**config.mk**
```make
export PLATFORM = sky130hd
export DESIGN_NAME = fp_operand_screen
export DESIGN_NICKNAME = d
export VERILOG_FILES = /design/src/rtl/fps_pkg.sv /design/src/rtl/fps_classify.sv /design/src/rtl/fps_policy.sv /design/src/rtl/fp_operand_screen.sv
export SDC_FILE = /design/constraint.sdc
export NUM_CORES = 1
export LEC_CHECK = 0
export BUFFER_PORTS_ARGS = -buffer_cell sky130_fd_sc_hd__buf_2
export CORE_AREA = 2 2 39 41
export DETAILED_ROUTE_END_ITERATION = 7
export DIE_AREA = 0 0 41 43
export GPL_TIMING_DRIVEN = 0
export PLACE_DENSITY = 0.9
export SLEW_MARGIN = 10
export SYNTH_ARGS = -nofsm -noshare
export SYNTH_HDL_FRONTEND = slang
export SYNTH_HIERARCHICAL = 1
export SYNTH_SLANG_ARGS = --single-unit
```
**constraint.sdc**
```tcl
create_clock -name vclk -period 4.45
set_clock_uncertainty 0.1 [all_clocks]
set_input_delay 0.89 -clock vclk [all_inputs]
set_output_delay 0.89 -clock vclk [all_outputs]
set_load 0.005 [all_outputs]
```
**src/rtl/fps_pkg.sv**
```systemverilog
package fps_pkg;

    localparam int DP_EXP_W  = 11;
    localparam int DP_FRAC_W = 52;

    typedef enum logic [1:0] {
        CHK_PLAIN = 2'b00,
        CHK_CMP   = 2'b01,
        CHK_SWC   = 2'b10,
        CHK_RSVD  = 2'b11
    } chk_mode_e;

    typedef enum logic [2:0] {
        OPC_ZERO = 3'd0,
        OPC_SUBN = 3'd1,
        OPC_NORM = 3'd2,
        OPC_INF  = 3'd3,
        OPC_NAN  = 3'd4
    } opnd_class_e;

    typedef struct packed {
        logic trap;
        logic swc;
        logic inv_set;
    } screen_res_t;

endpackage

```
**src/rtl/fps_classify.sv**
```systemverilog
module fps_classify
    import fps_pkg::*;
#(
    parameter int EXP_W  = DP_EXP_W,
    parameter int FRAC_W = DP_FRAC_W
) (
    input  logic [EXP_W+FRAC_W:0] opnd_i,
    output opnd_class_e           cls_o
);
    localparam int EXP_LSB = FRAC_W;
    localparam int EXP_MSB = FRAC_W + EXP_W - 1;

    logic [EXP_W-1:0]  exp_fld;
    logic [FRAC_W-1:0] frac_fld;
    logic              exp_zero;
    logic              exp_ones;
    logic              frac_nz;

    always_comb begin
        exp_fld  = opnd_i[EXP_MSB:EXP_LSB];
        frac_fld = opnd_i[FRAC_W-1:0];
        exp_zero = (exp_fld == '0);
        exp_ones = &exp_fld;
        frac_nz  = |frac_fld;
    end

    always_comb begin
        if (exp_zero) begin
            cls_o = frac_nz ? OPC_SUBN : OPC_ZERO;
        end else if (exp_ones) begin
            cls_o = frac_nz ? OPC_NAN : OPC_INF;
        end else begin
            cls_o = OPC_NORM;
        end
    end

endmodule

```
**src/rtl/fps_policy.sv**
```systemverilog
module fps_policy
    import fps_pkg::*;
(
    input  opnd_class_e cls_i,
    input  logic [1:0]  mode_i,
    input  logic        ftz_i,
    output screen_res_t res_o
);
    chk_mode_e   mode_d;
    screen_res_t res_d;

    always_comb begin
        mode_d = chk_mode_e'(mode_i);
        res_d  = '0;
        unique case (mode_d)
            CHK_PLAIN: begin
                unique case (cls_i)
                    OPC_SUBN: res_d.trap = 1'b1;
                    OPC_INF, OPC_NAN: begin
                        res_d.trap    = 1'b1;
                        res_d.inv_set = 1'b1;
                    end
                    default: res_d = '0;
                endcase
            end
            CHK_CMP: begin
                unique case (cls_i)
                    OPC_SUBN: res_d.trap = 1'b1;
                    OPC_NAN: begin
                        res_d.trap    = 1'b1;
                        res_d.inv_set = 1'b1;
                    end
                    default: res_d = '0;
                endcase
            end
            CHK_SWC: begin
                if (cls_i == OPC_SUBN && !ftz_i) begin
                    res_d.trap = 1'b1;
                    res_d.swc  = 1'b1;
                end
            end
            default: res_d = '0;
        endcase
        res_o = res_d;
    end

endmodule

```
**src/rtl/fp_operand_screen.sv**
```systemverilog
module fp_operand_screen
    import fps_pkg::*;
#(
    parameter int EXP_W  = DP_EXP_W,
    parameter int FRAC_W = DP_FRAC_W
) (
    input  logic                   valid_i,
    input  logic [EXP_W+FRAC_W:0]  opnd_i,
    input  logic [1:0]             mode_i,
    input  logic                   ftz_i,
    output logic                   trap_o,
    output logic                   swc_o,
    output logic                   inv_set_o
);
    opnd_class_e cls_d;
    screen_res_t pol_d;
    screen_res_t out_d;

    fps_classify #(
        .EXP_W  (EXP_W),
        .FRAC_W (FRAC_W)
    ) u_classify (
        .opnd_i (opnd_i),
        .cls_o  (cls_d)
    );

    fps_policy u_policy (
        .cls_i  (cls_d),
        .mode_i (mode_i),
        .ftz_i  (ftz_i),
        .res_o  (pol_d)
    );

    always_comb begin
        out_d     = valid_i ? pol_d : '0;
        trap_o    = out_d.trap;
        swc_o     = out_d.swc;
        inv_set_o = out_d.inv_set;
    end

endmodule

```
==> results of run 1 <==
kinds of logic (layout without fill, tap and decap cells):
| logic type | count (synthesis) | in the layout |
|---|---|---|
| compound gates | 5 | 5 |
| buf+inv | 0 | 70 |
| mux | 1 | 1 |
| simple gates | 36 | 36 |
synthesized netlist by cell type:
master and instances:
nor4_1 15, and2_1 4, nand4_1 4, a21oi_1 3, nor3_1 3, nand2_1 2, nand3_1 2, nand3b_1 2
mux2_4 1, nor2b_1 1, nor4_2 1, o21ai_0 1, o21ai_1 1, or3b_1 1, or4_4 1
layout make-up:
class / instances / area share [%]
timing repair buffer: 70 / 54.69
tap: 16 / 3.125
multi-input combinational: 42 / 42.19
power groups by stage:
stage,combinational (mW),sequential (mW),clock (mW)
2_1_floorplan,0.00357,0,0
3_3_place_gp,0.0334,0,0
3_5_place_dp,0.0346,0,0
4_1_cts,0.0347,0,0
5_1_grt,0.0389,0,0
6_report,0.0344,0,0
worst min path at each step:
stage / to / slack [ps] / cells after the start
after floorplan: inv_set_o / 1790 / 1
after global routing: swc_o / 1990 / 3
after CTS: swc_o / 1970 / 3
final: swc_o / 1970 / 3
after global placement: swc_o / 1960 / 3
after detailed placement: swc_o / 1970 / 3
layer usage:
metal | vias up | wire [µm] | part of all wire (%) | track usage, %
li1 | 322 | - | - | -
met3 | 4 | 125 | 10 | 1.047
met1 | 257 | 397 | 33 | 15.19
met4 | 0 | 26 | 2.1 | 2.667
met2 | 41 | 671 | 55 | 30.00
met5 | - | 0 | 0 | 0
tightest hold or removal path, delay by kind of cell:
| family | cells | cell delay, ps |
|---|---|---|
| buf+inv | 2 | 190 |
| simple gates | 1 | 100 |
placed cells by master (no fill, tap or decap), drive strengths merged:
cell type and count:
nor3 3, nand2 2, nand3 2, nand4 4, nand3b 2, o21ai 2
buf 70, or4 1, nor4 16, a21oi 3, mux2 1, and2 4
or3b 1, nor2b 1
==> results_dict.tcl, run 1 <==
set metrics [dict create \
    wl_um 1219 \
    io_pins 71 \
    detailedRoute.firstIterationViolations 3 \
    preCtsSetupSlack_ps 403.3 \
    seq_area_frac_synth_pct 0 \
    timing.critical_path.from_type "primary input" \
    grt_start_max_net_pins 6 \
    max_slew.worst_pin.slew_ps 351.2 \
    design_area_um2 640.6 \
    die-height_um 43 \
    dpl_cell_area_um2 640.6 \
    fin_ws_ps 364.5 \
    synth.area.mux_share_pct 5.556 \
    post-synth-top-area-cell "nor4_1" \
    final_cell_count_no_fill 128 \
    drt-vias-per-instance 4.875 \
    ctsResizeCount 0 \
    hold_path.class "primary input to primary output" \
    area_taken_by_multi_input_logic_gates_um2 270.3 \
    synth_top_family_by_area "simple AND/OR/NAND/NOR gates" \
    critical-path-top-cell-by-count "buf_2" \
    synthAdderAreaFrac_pct 0 \
    syn_inst 42 \
    die_width_um 41 \
    fmaxAchievable_ghz 0.2448 \
    timing.max_slew.rel_slack_pct 76.37 \
    clkbuf_count 0 \
    worst_path_max_delay_cell "or4_4" \
    final_layout_size_suffix_gt1_share_pct 65.18 \
    switching_share_pct 33.66 \
    drtAntennaViolNets 0 \
    worst_setup_path_endpoint "inv_set_o" \
    worstPathCellList "buf_2 > nor4_1 > nand4_1 > or4_4 > mux2_4 > or3b_1 > a21oi_1 > and2_1 > buf_2" \
    cts_setup_buffers 0 \
    seq_power_share_pct 0 \
    number_of_global_route_vias_before_repair 577 \
    timing.critical_path.to_type "primary output" \
    required_ps 3460 \
    power_leakage_nw 0.3283 \
    full_die_area_um2 1763 \
    min_period_over_period_pct 91.81 \
    vdd.ir_drop.worst_v 0.00002922 \
    average_footprint_of_a_synthesized_cell_um2 6.435 \
    design.final.nets 182 \
    layout.filler_cells 133 \
    status "completed" \
    critical-path-top-delay-family "simple AND/OR/NAND/NOR gates" \
    synth_warnings 6 \
    final_setup_violation_count 0 \
    grt_usage_pct 14.99 \
    synth_area_um2 270.3 \
    period_minus_slack_ps 4085 \
    synth.net_count 110 \
    critical_path_cell_count 9 \
    p_switching_uw 11.57 \
    gp_congestion 0.7082 \
    synth_xor_xnor_area_share_pct 0 \
    drt-wirelength-per-cell_um 9.523 \
    first_pass_grt_wire_length_um 2001 \
    core_region_area_um2 1384 \
    critPathLaunch "opnd_i[23]" \
    compound_gate_fraction_of_synth_area_pct 9.259 \
    cellPowerDensity_nw_per_um2 53.66 \
    floorplan.initialDensity_pct 19.53 \
    io_buffer_count 70 \
    final_util_pct 46.29 \
    timing.final.max_slew_violations 0 \
    fin_worst_hold_slack_ps 1972 \
    cap_violations 0 \
    insertedDiodeCount 0 \
    path_max_fanout 3 \
    cts.hold.buffers_added 0 \
    layout.sequential_cells 0 \
    power_frac_comb_pct 100.0 \
    max_stage_delay_ps 570 \
    yosys.area_share.simple_pct 85.19 \
    synth_top_area_share_pct 34.72 \
    dp_cells 128 \
    setup-tns-final_ps 0 \
    area_delta_synth_final_pct 137.0 \
    synth_cell_type_count 15 \
    internal_power_uw 22.80 \
    post-layout-total-power_uw 34.38 \
    final-hold-violation-count 0 \
    route.vias.total 624 \
    power_frac_clock_pct 0 \
    critPathKind "primary input to primary output" \
    netlist_top_cells_area "nor4_1 (35%), and2_1 (9.3%), nand4_1 (9.3%)" \
    hold_start "valid_i" \
    sequential_cell_area_um2 0 \
    drc_viols 0 \
    initial_antenna_violation_count 0 \
    drt_pass1_iterations 2 \
    critical_path_arrival_ps 3100 \
    grt_setup_unrepaired "false" \
    worstPathBufferInverterCount 2 \
    grt_remaining_overflow 0 \
    core.rowCount 14 \
]
Power figures use the tool's default switching activity.
==> inputs of run 2 (changes only) <==
--- a/config.mk
+++ b/config.mk
@@ -10,9 +10,9 @@
 export DETAILED_ROUTE_END_ITERATION = 7
 export DIE_AREA = 0 0 41 43
 export GPL_TIMING_DRIVEN = 0
-export PLACE_DENSITY = 0.9
+export PLACE_DENSITY = 0.85
+export RECOVER_POWER = 50
 export SLEW_MARGIN = 10
 export SYNTH_ARGS = -nofsm -noshare
 export SYNTH_HDL_FRONTEND = slang
-export SYNTH_HIERARCHICAL = 1
 export SYNTH_SLANG_ARGS = --single-unit
==> run 2 against run 1 <==
Non-clock buffer count unchanged; via count is 7.1% lower; worst setup slack improved by 750 ps; critical endpoint is now trap_o; synthesized cell count decreased by 17%; highest routed layer is now met3; critical path depth fell by 2; global-route usage fell by 1.4 points; sequential share of layout area unchanged; utilization is 4.4 points lower; clock-buffer cell count unchanged; critical path type unchanged; total power up 1.5%.
==> results_dict.tcl, run 2 <==
set metrics [dict create \
    core_region_area_um2 1384 \
    fin_ws_ps 1111 \
    synthAdderAreaFrac_pct 0 \
    setup-tns-final_ps 0 \
    seq_power_share_pct 0 \
    post-layout-total-power_uw 34.88 \
    ctsResizeCount 0 \
    hold_path_depth 3 \
    power_frac_clock_pct 0 \
    post-synth-top-area-cell "nor4_1" \
    grt_remaining_overflow 0 \
    synth_cell_type_count 13 \
    p_switching_uw 11.76 \
    drt_pass1_iterations 4 \
    grt_util_met3_pct 0 \
    mostFrequentLayoutCells "buf_2 (70), nor4_1 (16), nand4_1 (4)" \
    clkbuf_count 0 \
    insertedDiodeCount 0 \
    final_cell_count_no_fill 121 \
    floorplan.initialDensity_pct 15.55 \
    min_period_over_period_pct 75.04 \
    power_leakage_nw 0.3085 \
    die-height_um 43 \
    seq_area_frac_synth_pct 0 \
    layout.sequential_cells 0 \
    layout.filler_cells 157 \
    drtAntennaViolNets 0 \
    synth_top_family_by_area "simple AND/OR/NAND/NOR gates" \
    number_of_global_route_vias_before_repair 520 \
    period_minus_slack_ps 3339 \
    internal_power_uw 23.12 \
    drc_viols 0 \
    fmaxAchievable_ghz 0.2995 \
    fin_worst_hold_slack_ps 1954 \
    layout.cells.most_common "buf_2" \
    timing.critical_path.from_type "primary input" \
    power_frac_comb_pct 100.0 \
    grt_usage_pct 13.59 \
    gp_congestion 0.6498 \
    final_layout_size_suffix_gt1_share_pct 66.67 \
    required_ps 3460 \
    max_slew.worst_pin.slew_ps 533.4 \
    final-hold-violation-count 0 \
    yosys.cell_count.top_type "nor4_1" \
    core.rowCount 14 \
    yosys.area_share.simple_pct 87.79 \
    cts_setup_buffers 0 \
    drt-wirelength-per-cell_um 10.59 \
    detailedRoute.firstIterationViolations 11 \
    final_setup_violation_count 0 \
    final_util_pct 41.86 \
    path_max_fanout 3 \
    sequential_cell_area_um2 0 \
    place_hpwl_um 1214 \
    synth.net_count 103 \
    hold_path.class "primary input to primary output" \
    design_area_um2 579.3 \
    drt-vias-per-instance 4.793 \
    compound_gate_fraction_of_synth_area_pct 10.47 \
    io_pins 71 \
    timing.critical_path.to_type "primary output" \
    die_width_um 41 \
    full_die_area_um2 1763 \
    netlist_top_cells_area "nor4_1 (44%), nand4_1 (12%), nand3_1 (7.0%)" \
    area_delta_synth_final_pct 169.2 \
    timing.final.max_slew_violations 0 \
    synth_top_area_share_pct 43.60 \
    route.vias.total 580 \
    grt_start_max_net_pins 4 \
    cellPowerDensity_nw_per_um2 60.21 \
    wl_um 1281 \
    vdd.ir_drop.worst_v 0.00003186 \
    cts.hold.buffers_added 0 \
    timing.max_slew.rel_slack_pct 64.11 \
    synth_warnings 0 \
    dpl_cell_area_um2 585.6 \
    io_buffer_count 70 \
    average_footprint_of_a_synthesized_cell_um2 6.149 \
    design.final.nets 175 \
    synth.top_cells.by_count "nor4_1 (15), nand4_1 (4), nand3_1 (3)" \
    synth.area.mux_share_pct 0 \
    synth_xor_xnor_area_share_pct 0 \
    first_pass_grt_wire_length_um 1814 \
    critPathKind "primary input to primary output" \
    grt_setup_unrepaired "false" \
    initial_antenna_violation_count 0 \
    critical_path_arrival_ps 2350 \
    syn_inst 35 \
    preCtsSetupSlack_ps 1212 \
    globalRouteMet1Util_pct 13.29 \
    switching_share_pct 33.71 \
    cap_violations 0 \
    grt-busiest-layer "met2" \
    synth_area_um2 215.2 \
    status "completed" \
    dp_cells 121 \
    grt_use_met2_pct 29.38 \
]
[run 2: changes by cell type in the layout (fill, tap and decap cells not counted), sizes merged, moves of 2 or more]
| cell | change |
|---|---|
| a211oi | +2 |
| a21oi | -3 |
| nor2 | +2 |
| nand3b | -2 |
| o21ai | -2 |
| and2 | -4 |
[run 2: layout make-up]
| type | count | area (µm²) | share of cell area (%) |
|---|---|---|---|
| Inverter | 1 | 3.754 | 0.6479 |
| Multi-Input combinational cell | 34 | 205.2 | 35.42 |
| Tap cell | 16 | 20.02 | 3.456 |
| Timing Repair Buffer | 70 | 350.3 | 60.48 |
[run 2: worst paths after layout]
| check | startpoint | end | slack (ps) |
|---|---|---|---|
| worst min-delay path | mode_i[0] | inv_set_o | 1950 |
| worst max-delay path | opnd_i[29] | trap_o | 1110 |
[run 2: critical path, stage by stage]
cell	delay, ps
buf_2	100
nor4_1	290
nand4_1	140
nor4_1	530
a211oi_1	90
o21a_1	200
buf_2	120
[run 2: metal layers]
layer	wire length (µm)	share of wire, %
met5	0	0
met4	0	0
met3	108	8.4
met2	748	58
met1	423	33
[run 2: kinds of logic (layout without fill, tap and decap cells)]
logic type,Yosys count,in the layout
compound gates,3,3
buf+inv,1,71
simple gates,31,31
[run 2: power groups by stage]
stage / Sequential (mW) / Clock (mW) / Combinational (mW)
6_report: 0 / 0 / 0.0349
5_1_grt: 0 / 0 / 0.0390
4_1_cts: 0 / 0 / 0.0352
3_5_place_dp: 0 / 0 / 0.0351
3_3_place_gp: 0 / 0 / 0.0337
2_1_floorplan: 0 / 0 / 0.00425
